[src/rtl/dws_pkg.sv]
`timescale 1ns/1ps
package dws_pkg;
    localparam int SLOTS  = 8;
    localparam int PTR_W  = $clog2(SLOTS);
    localparam int IDX_W  = 7;
    localparam int DATA_W = 32;
    localparam int BIT_W  = $clog2(DATA_W);
    localparam int DLY_W  = 3;
    localparam int CNT_W  = DLY_W + 1;
    localparam int OCC_W  = $clog2(SLOTS + 1);

    typedef struct packed {
        logic [IDX_W-1:0]  idx;
        logic [DATA_W-1:0] data;
        logic              bit_en;
        logic [BIT_W-1:0]  bit_pos;
    } wr_req_t;

    typedef struct packed {
        logic             vld;
        logic [CNT_W-1:0] left;
        wr_req_t          req;
    } slot_t;

    function automatic logic [DATA_W-1:0] lane_mask(input wr_req_t r);
        return r.bit_en ? (DATA_W'(1) << r.bit_pos) : {DATA_W{1'b1}};
    endfunction

    function automatic logic [DATA_W-1:0] lane_data(input wr_req_t r);
        if (r.bit_en)
            return r.data[0] ? lane_mask(r) : '0;
        return r.data;
    endfunction
endpackage

[src/rtl/dws_slot.sv]
`timescale 1ns/1ps
module dws_slot
    import dws_pkg::*;
(
    input  logic             clk,
    input  logic             rst,
    input  logic             flush,
    input  logic             load,
    input  wr_req_t          load_req,
    input  logic [DLY_W-1:0] load_dly,
    input  logic             tick,
    input  logic             drop,
    output slot_t            st,
    output logic             due
);
    always_ff @(posedge clk) begin
        if (rst || flush) begin
            st <= '0;
        end else if (drop) begin
            st.vld <= 1'b0;
        end else if (load) begin
            st.vld  <= 1'b1;
            st.left <= CNT_W'(load_dly) + CNT_W'(1);
            st.req  <= load_req;
        end else if (tick && st.vld && st.left != '0) begin
            st.left <= st.left - CNT_W'(1);
        end
    end

    assign due = st.vld && (st.left == '0);
endmodule

[src/rtl/dws_pick.sv]
`timescale 1ns/1ps
module dws_pick
    import dws_pkg::*;
(
    input  logic [SLOTS-1:0] due,
    input  logic [PTR_W-1:0] start,
    output logic             found,
    output logic [PTR_W-1:0] sel
);
    always_comb begin
        logic [PTR_W-1:0] pos;
        found = 1'b0;
        sel   = '0;
        for (int i = SLOTS - 1; i >= 0; i--) begin
            pos = start + PTR_W'(i);
            if (due[pos]) begin
                found = 1'b1;
                sel   = pos;
            end
        end
    end
endmodule

[src/rtl/delay_write_sched.sv]
`timescale 1ns/1ps
module delay_write_sched
    import dws_pkg::*;
(
    input  logic              clk,
    input  logic              rst,
    input  logic              sched_vld,
    input  logic [IDX_W-1:0]  sched_idx,
    input  logic [DATA_W-1:0] sched_data,
    input  logic [DLY_W-1:0]  sched_dly,
    input  logic              sched_bit_en,
    input  logic [BIT_W-1:0]  sched_bit,
    input  logic              tick,
    input  logic              flush,
    output logic              wr_vld,
    output logic [IDX_W-1:0]  wr_idx,
    output logic [DATA_W-1:0] wr_data,
    output logic [DATA_W-1:0] wr_mask,
    output logic              ovf_err,
    output logic [OCC_W-1:0]  pend_cnt
);
    slot_t            slots [SLOTS];
    logic [SLOTS-1:0] due_vec;
    logic [PTR_W-1:0] ins_ptr;
    logic             accept;
    logic             found;
    logic [PTR_W-1:0] sel;
    wr_req_t          new_req;
    wr_req_t          out_req;

    assign new_req = '{idx: sched_idx, data: sched_data,
                       bit_en: sched_bit_en, bit_pos: sched_bit};
    assign accept  = sched_vld && !slots[ins_ptr].vld && !flush;
    assign out_req = slots[sel].req;

    for (genvar k = 0; k < SLOTS; k++) begin : g_slot
        dws_slot u_slot (
            .clk      (clk),
            .rst      (rst),
            .flush    (flush),
            .load     (accept && (ins_ptr == PTR_W'(k))),
            .load_req (new_req),
            .load_dly (sched_dly),
            .tick     (tick),
            .drop     (found && (sel == PTR_W'(k))),
            .st       (slots[k]),
            .due      (due_vec[k])
        );
    end

    // Slots were filled in ring order from the insert pointer, so the
    // first due slot found scanning from it is the oldest due entry.
    dws_pick u_pick (
        .due   (due_vec),
        .start (ins_ptr),
        .found (found),
        .sel   (sel)
    );

    always_ff @(posedge clk) begin
        if (rst || flush) begin
            ins_ptr  <= '0;
            pend_cnt <= '0;
            wr_vld   <= 1'b0;
            ovf_err  <= 1'b0;
            wr_idx   <= '0;
            wr_data  <= '0;
            wr_mask  <= '0;
        end else begin
            ovf_err  <= sched_vld && !accept;
            if (accept)
                ins_ptr <= ins_ptr + PTR_W'(1);
            pend_cnt <= pend_cnt + OCC_W'(accept) - OCC_W'(found);
            wr_vld   <= found;
            if (found) begin
                wr_idx  <= out_req.idx;
                wr_data <= lane_data(out_req);
                wr_mask <= lane_mask(out_req);
            end
        end
    end
endmodule

[config.mk]
export PLATFORM = sky130hd
export DESIGN_NAME = delay_write_sched
export DESIGN_NICKNAME = d
export VERILOG_FILES = /design/src/rtl/dws_pkg.sv /design/src/rtl/dws_slot.sv /design/src/rtl/dws_pick.sv /design/src/rtl/delay_write_sched.sv
export SDC_FILE = /design/constraint.sdc
export NUM_CORES = 1
export LEC_CHECK = 0
export CORE_ASPECT_RATIO = 0.9
export CORE_MARGIN = 5
export CORE_UTILIZATION = 35
export CTS_CLUSTER_SIZE = 8
export DETAILED_ROUTE_END_ITERATION = 10
export PLACE_DENSITY = 0.63
export SLEW_MARGIN = 20
export SYNTH_ARGS = -nofsm -noshare
export SYNTH_HDL_FRONTEND = slang
export SYNTH_HIERARCHICAL = 1
export SYNTH_SLANG_ARGS = --single-unit
[constraint.sdc]
create_clock -name clk -period 4.98 [get_ports clk]
set_input_delay 0.996 -clock clk [delete_from_list [all_inputs] [get_ports clk]]
set_output_delay 0.996 -clock clk [all_outputs]
set_load 0.05 [all_outputs]
# ---- After elaboration in Yosys (flattened, before gate mapping)
# Index checks and enable logic that the tools add are counted.
dict set report word_totals {
  wordCells 266
  in_bits 53
  register_bits 480
  out_inout_bits 77
}
dict set report op_classes {
  n_reduce_logical 97
  addsub 18
  shifts 1
  eq_ne 14
  n_bitwise 10
  mux 61
  order_cmp 10
}
# op count
set op_table {}
lappend op_table {{$bmux 50 s3} 2}
lappend op_table {{$mux 32} 4}
lappend op_table {{$mux 50} 2}
lappend op_table {{$mux 45} 2}
lappend op_table {{$mux 4} 16}
lappend op_table {{$logic_and 1x1->1} 43}
lappend op_table {{$logic_not 4->1} 8}
lappend op_table {{$lt 3x4->1 const B} 8}
lappend op_table {{$reduce_and 2->1} 16}
lappend op_table {{$reduce_bool 4->1} 8}
lappend op_table {{$shl 1x5->32 const A} 1}
lappend op_table {{$sub 4x1->4 const B} 8}
lappend op_table {{$bmux 1 s3} 8}
lappend op_table {{$eq 3x3->1 const B} 8}
lappend op_table {{$mux 3} 8}
lappend op_table {{$mux 1} 19}
lappend op_table {{$reduce_bool 2->1} 8}
lappend op_table {{$reduce_or 2->1} 8}
lappend op_table {{$add 3x3->3 const B} 4}
lappend op_table {{$eq 3x2->1 const B} 4}
lappend op_table {{$ge 4x4->1 const B} 2}
lappend op_table {{$not 1->1} 8}
lappend op_table {{$not 3->4} 2}
lappend op_table {{$add 3x2->3 const B} 2}
lappend op_table {{other kinds (8)} 12}

# ---- Logic depth before layout (Yosys ltp)
# Gate-level depths: netlist of run 1.
dict set report logic_depth {
  word_depth 20
  depth_mapped 24
  mapped_depth_nobuf 17
}

# ---- By module
# Netlist of run 1, hierarchy kept.
# mod instances area_per_inst_um2 cells_each seq_area_each_um2
set by_module_without_submodules {}
lappend by_module_without_submodules {dws_slot 8 1905.6 239 1001.0}
lappend by_module_without_submodules {delay_write_sched 1 6242.2 598 1601.5}
lappend by_module_without_submodules {dws_pick 1 782.0 90 0.0}

# ---- Worst setup path before layout of run 1
# No wires, ideal clock.
dict set report synth_timing {
  kind {reg-to-reg}
  start {reg ins_ptr[1]}
  end {reg g_slot[3].u_slot/st[45] (netlist name)}
  stages_incl_launch_ff 25
  path_slack_ns 0.156
  n_path_buf 10
  period_less_slack_ns 4.824
  t_arrival_ns 4.696
  path_cell_list {dfxtp_1 > buf_4 > buf_4 > inv_1 > ha_1 > clkbuf_1 > mux4_1 > a21oi_1 > o211ai_1 > a211oi_1 > nor4b_1 > o22ai_1 > buf_4 > buf_4 > buf_2 > buf_2 > buf_2 > buf_2 > nand2b_1 > nor2_1 > nand2b_1 > buf_4 > o31ai_4 > mux2i_1 > nor2_1}
}
dict set report synth_via {
  elab_chain_len 15
}
# element line
set synth_lines {}
lappend synth_lines {{start: declaration} delay_write_sched.sv:24} ;# logic [PTR_W-1:0] ins_ptr;
lappend synth_lines {{start signal: assignment} delay_write_sched.sv:72} ;# ins_ptr <= ins_ptr + PTR_W'(1);
lappend synth_lines {{$add 3x3->3} dws_pick.sv:15} ;# pos = start + PTR_W'(i);
lappend synth_lines {{$bmux 1 s3} dws_pick.sv:16} ;# if (due[pos]) begin
lappend synth_lines {{$mux 1 (implied by the code)} dws_pick.sv:16}
lappend synth_lines {{$mux 3 (7 in series)} dws_pick.sv:16}
lappend synth_lines {{$mux 3 (*)} dws_pick.sv:16}
lappend synth_lines {{net sel[2]} delay_write_sched.sv:27} ;# logic [PTR_W-1:0] sel;
lappend synth_lines {{$eq 3x2->1 (*)} delay_write_sched.sv:45} ;# .drop (found && (sel == PTR_W'(k))),
lappend synth_lines {{$logic_and 1x1->1 (*)} delay_write_sched.sv:45}
lappend synth_lines {{$not 1->1 (no line) (*)} --}
lappend synth_lines {{$reduce_and 2->1 (no line) (*)} --}
lappend synth_lines {{end: declaration} dws_slot.sv:13} ;# output slot_t st,
# Mark *: on every way through the listed nets, which the timed path passes. The rest lies on a longest branch. The select of a mux whose other input is x is not followed.
# A chain may end at the register's enable or synchronous reset.

# ---- Worst setup path in the final report of run 1
dict set report layout_timing {
  start {reg g_slot[1].u_slot/st[45] (netlist name)}
  end {reg wr_data[4]}
}
dict set report layout_via {
  elab_chain_len 20
}
# element line
set layout_lines {}
lappend layout_lines {{start: declaration} dws_slot.sv:13}
lappend layout_lines {{$logic_not 4->1 (*)} dws_slot.sv:30} ;# assign due = st.vld && (st.left == '0);
lappend layout_lines {{$logic_and 1x1->1 (*)} dws_slot.sv:30}
lappend layout_lines {{net due_vec[1]} delay_write_sched.sv:23} ;# logic [SLOTS-1:0] due_vec;
lappend layout_lines {{$bmux 1 s3} dws_pick.sv:16}
lappend layout_lines {{$mux 1 (implied by the code)} dws_pick.sv:16}
lappend layout_lines {{$mux 3 (7 in series)} dws_pick.sv:16}
lappend layout_lines {{$mux 3 (*)} dws_pick.sv:16}
lappend layout_lines {{net sel[1]} delay_write_sched.sv:27}
lappend layout_lines {{$not 3->4 (implied by the code) (*)} delay_write_sched.sv:34} ;# assign out_req = slots[sel].req;
lappend layout_lines {{$bmux 50 s3 (*)} delay_write_sched.sv:34}
lappend layout_lines {{$mux 45 (implied by the code) (*) (2 in series)} delay_write_sched.sv:34}
lappend layout_lines {{$shl 1x5->32 / $mux 1 (equally long branches)} {dws_pkg.sv:26, dws_pkg.sv:30}}
lappend layout_lines {{$mux 32 / $mux 1 (equally long branches)} {dws_pkg.sv:31, delay_write_sched.sv:75}}
lappend layout_lines {{$mux 32 / $mux 1 (equally long branches)} {dws_pkg.sv:30, delay_write_sched.sv:61}}
lappend layout_lines {{$mux 32 (*)} dws_pkg.sv:32} ;# return r.data;
lappend layout_lines {{end signal: assignment} delay_write_sched.sv:77} ;# wr_data <= lane_data(out_req);
lappend layout_lines {{end: declaration} delay_write_sched.sv:17} ;# output logic [DATA_W-1:0] wr_data,
# Marked as above.

==> impl_metrics.ini, run 1 <==
[yosys]
async_reset_ff_frac = 0
ys_seq_elements = 480
synthesis.nets = 2690
syn_inst = 2600
netlist_area_sq_mm = 0.0223
yosysWarnings = 6
synth.avg_cell_area_sq_um = 8.56
synth_edf_count = 0
synth-seq-area-share = 0.432
yosysUniqueCellTypes = 68
ys.flop_type = dfxtp_1

[flow_run]
cap_violations = 0

[sta]
setup_viol = 0
worst_pin_slew_ns = 1.12
finalCriticalPeriod_ns = 4.91
rsz0062_at_grt = true
slew_headroom = 0.249
final.period_utilization = 0.985
hold_viol = 0
slew_viol_final = 0
holdWs_ns = 0.450
fmax_mhz = 204
fin_worst_skew_ns = 0.0401

[floorplanning]
die_h_um = 249
io_pins = 130
rows = 87
die_w_um = 276
die_area_sq_mm = 0.0688
initial_utilization = 0.355
core-area_sq_mm = 0.0628

[hold_path]
hp-class = reg -> reg
hold_start = g_slot[0].u_slot/st[2]

[setup_path]
end_kind = flop
crit_buf_inv = 3
cp_cell_sequence = inv_1, ha_1, nor3b_2, and2_1, mux4_1, mux2_4, a311o_1, nor3_1, nor2_4, buf_12, mux4_2, mux2_2, nand2b_1, buf_4, nor2_1, a221o_1
worst_ep_required_time_ns = 5.51
cp_slowest_stage_delay_ns = 0.66
critical_path_class = reg -> reg
startpoint_type = flop
reg2reg_from = g_slot[1].u_slot/st[45]
cp.arrival_ns = 5.44
crit_family = multiplexers
cp_max_fo = 32
cp-startpoint = g_slot[1].u_slot/st[45]
critical_path.slowest_cell = mux4_1

[clocking]
clk_pin_slew_ns = 0.05
cts_buffer_depth = 3
cts_tree = done
cts_root_buf = clkbuf_16
htree_levels = 3
cts_hold_buf = 0
clock-sinks = 480
numCtsBuffers = 70
clock_latency_ns = 0.61

[cells_and_area]
layout.cells.most_common = nand2_1
final_cell_mix = nand2_1, dfxtp_1, a21oi_1
fin_util = 0.420
synthToLayoutAreaGrowth_pct = 18.5
num-nets-final = 2775
drive_gt1_frac = 0.123

[pwr]
swShare = 0.243
combinationalPowerShare = 0.071
power.share.sequential = 0.444
p_leak_nw = 8.46
peakVddDrop_v = 0.000227
p_switching_mw = 2.13
p_int_mw = 6.64
p_clk_frac = 0.486
power_density_mw_per_mm2 = 332

[drt]
viasPerCell = 5.67
routed_wl_um = 78100
dr.pass1.iters = 6
ant_nets = 0
first_iter_violations = 2239
post_drt_wl_per_cell_um = 22.1
via_count = 20100
drcViolationCount = 0

[run_status]
status = complete, no violations

[global_routing]
grt_pass1_vias = 19800
grt_pass1_wl_um = 117000
grt_overflow = 0
grt_max_degree = 53
track_usage = 0.218
antenna_found_initial = 5

[place]
place_congestion = 0.884
dp_hpwl_um = 47700
port_buffers = 129
-- cells in the mapped netlist, types with 27 or more instances --
library cell | count | area share
mux2i_1 | 39 | 0.018
ha_1 | 36 | 0.020
a41oi_1 | 27 | 0.011
clkbuf_1 | 61 | 0.010
nor2_1 | 121 | 0.020
buf_2 | 64 | 0.014
dfxtp_1 | 480 | 0.43
nand2_1 | 804 | 0.14
buf_4 | 69 | 0.023
inv_1 | 33 | 0.0056
nand3_1 | 34 | 0.0076
o21ai_0 | 54 | 0.012
a21oi_1 | 419 | 0.094
mux4_2 | 90 | 0.091
a221o_1 | 28 | 0.013
-- worst register-to-register path, delay by kind of cell (launching register included) --
kind | cells | cell delay, ns
fa+ha+maj | 1 | 0.19
buf+inv | 3 | 0.58
flops | 1 | 0.37
mux | 4 | 1.82
compound gates | 2 | 0.52
simple gates | 6 | 1.35
-- metrics by stage --
step | cell area (sq um) | power (mW) | setup TNS [ns] | std cells | setup WS, ns
global placement | 24400 | 4.56 | 0 | 3457 | 0.144
global route | 26400 | 9.01 | -0.00883 | 3540 | -0.00515
CTS | 26300 | 8.80 | 0 | 3536 | 0.0545
finish | 26400 | 8.76 | 0 | 3540 | 0.0749
floorplan | 22300 | 4.29 | 0 | 2600 | 0.156
detailed placement | 24400 | 4.57 | 0 | 3457 | 0.0115
-- timing repair --
action | CTS | global route
cloned | 0 | 1
pin swaps | 0 | 1
resized for setup | 1 | 18
endpoints found under the setup margin | 4 | 242
setup buffers | 0 | 0
-- registers in the layout, summed over array words and instances (netlist names) --
register	cells
wr_vld	1
wr_data	32
wr_idx	7
ins_ptr	3
g_slot.u_slot/st	400
ovf_err	1
pend_cnt	4
wr_mask	32
-- power by group through the flow --
stage / clock network, mW / logic (mW) / registers, mW
6_report: 4.25 / 0.619 / 3.89
5_1_grt: 4.47 / 0.650 / 3.89
4_1_cts: 4.31 / 0.605 / 3.89
3_5_place_dp: 0 / 0.603 / 3.96
3_3_place_gp: 0 / 0.597 / 3.96
2_1_floorplan: 0 / 0.303 / 3.99
-- layer usage --
layer / GRT usage / vias up / routed length (um)
met3: 0.0511 / 196 / 7430
met2: 0.357 / 1021 / 37200
met5: 0 / - / 11
li1: - / 9068 / -
met1: 0.279 / 9776 / 30900
met4: 0.0833 / 2 / 2660
-- final timing paths --
path	to	slack, ns	cells past startpoint
max reg2reg	wr_data[4]	0.07	16
min	g_slot[0].u_slot/st[2]	0.45	2
max	wr_data[4]	0.07	16
min reg2reg	g_slot[0].u_slot/st[2]	0.45	2
-- kinds of logic after synthesis --
kind of cell | synth area share
muxes | 0.124
DFF | 0.432
adders and majority gates | 0.0211
AOI/OAI and AO/OA | 0.159
buffers and inverters | 0.0555
xor gates and xnor gates | 0.00905
and+or+nand+nor | 0.200
-- area by class of cell --
type / instances / area (sq um)
Antenna cell: 3 / 7.51
Clock buffer: 75 / 1830
Clock inverter: 4 / 50.0
Fill cell: 6071 / 36400
Inverter: 33 / 124
Multi-Input combinational cell: 1888 / 11600
Sequential cell: 480 / 9610
Tap cell: 845 / 1060
Timing Repair Buffer: 212 / 2110
No activity file was read; power rests on OpenSTA's default activity.
==> run 2: changes to the inputs <==
--- a/config.mk
+++ b/config.mk
@@ -11,6 +11,7 @@
 export CTS_CLUSTER_SIZE = 8
 export DETAILED_ROUTE_END_ITERATION = 10
 export PLACE_DENSITY = 0.63
+export SKIP_LAST_GASP = 1
 export SLEW_MARGIN = 20
 export SYNTH_ARGS = -nofsm -noshare
 export SYNTH_HDL_FRONTEND = slang
==> results of run 2 <==
Final layout, timing and power as in run 1 (identical DEF).
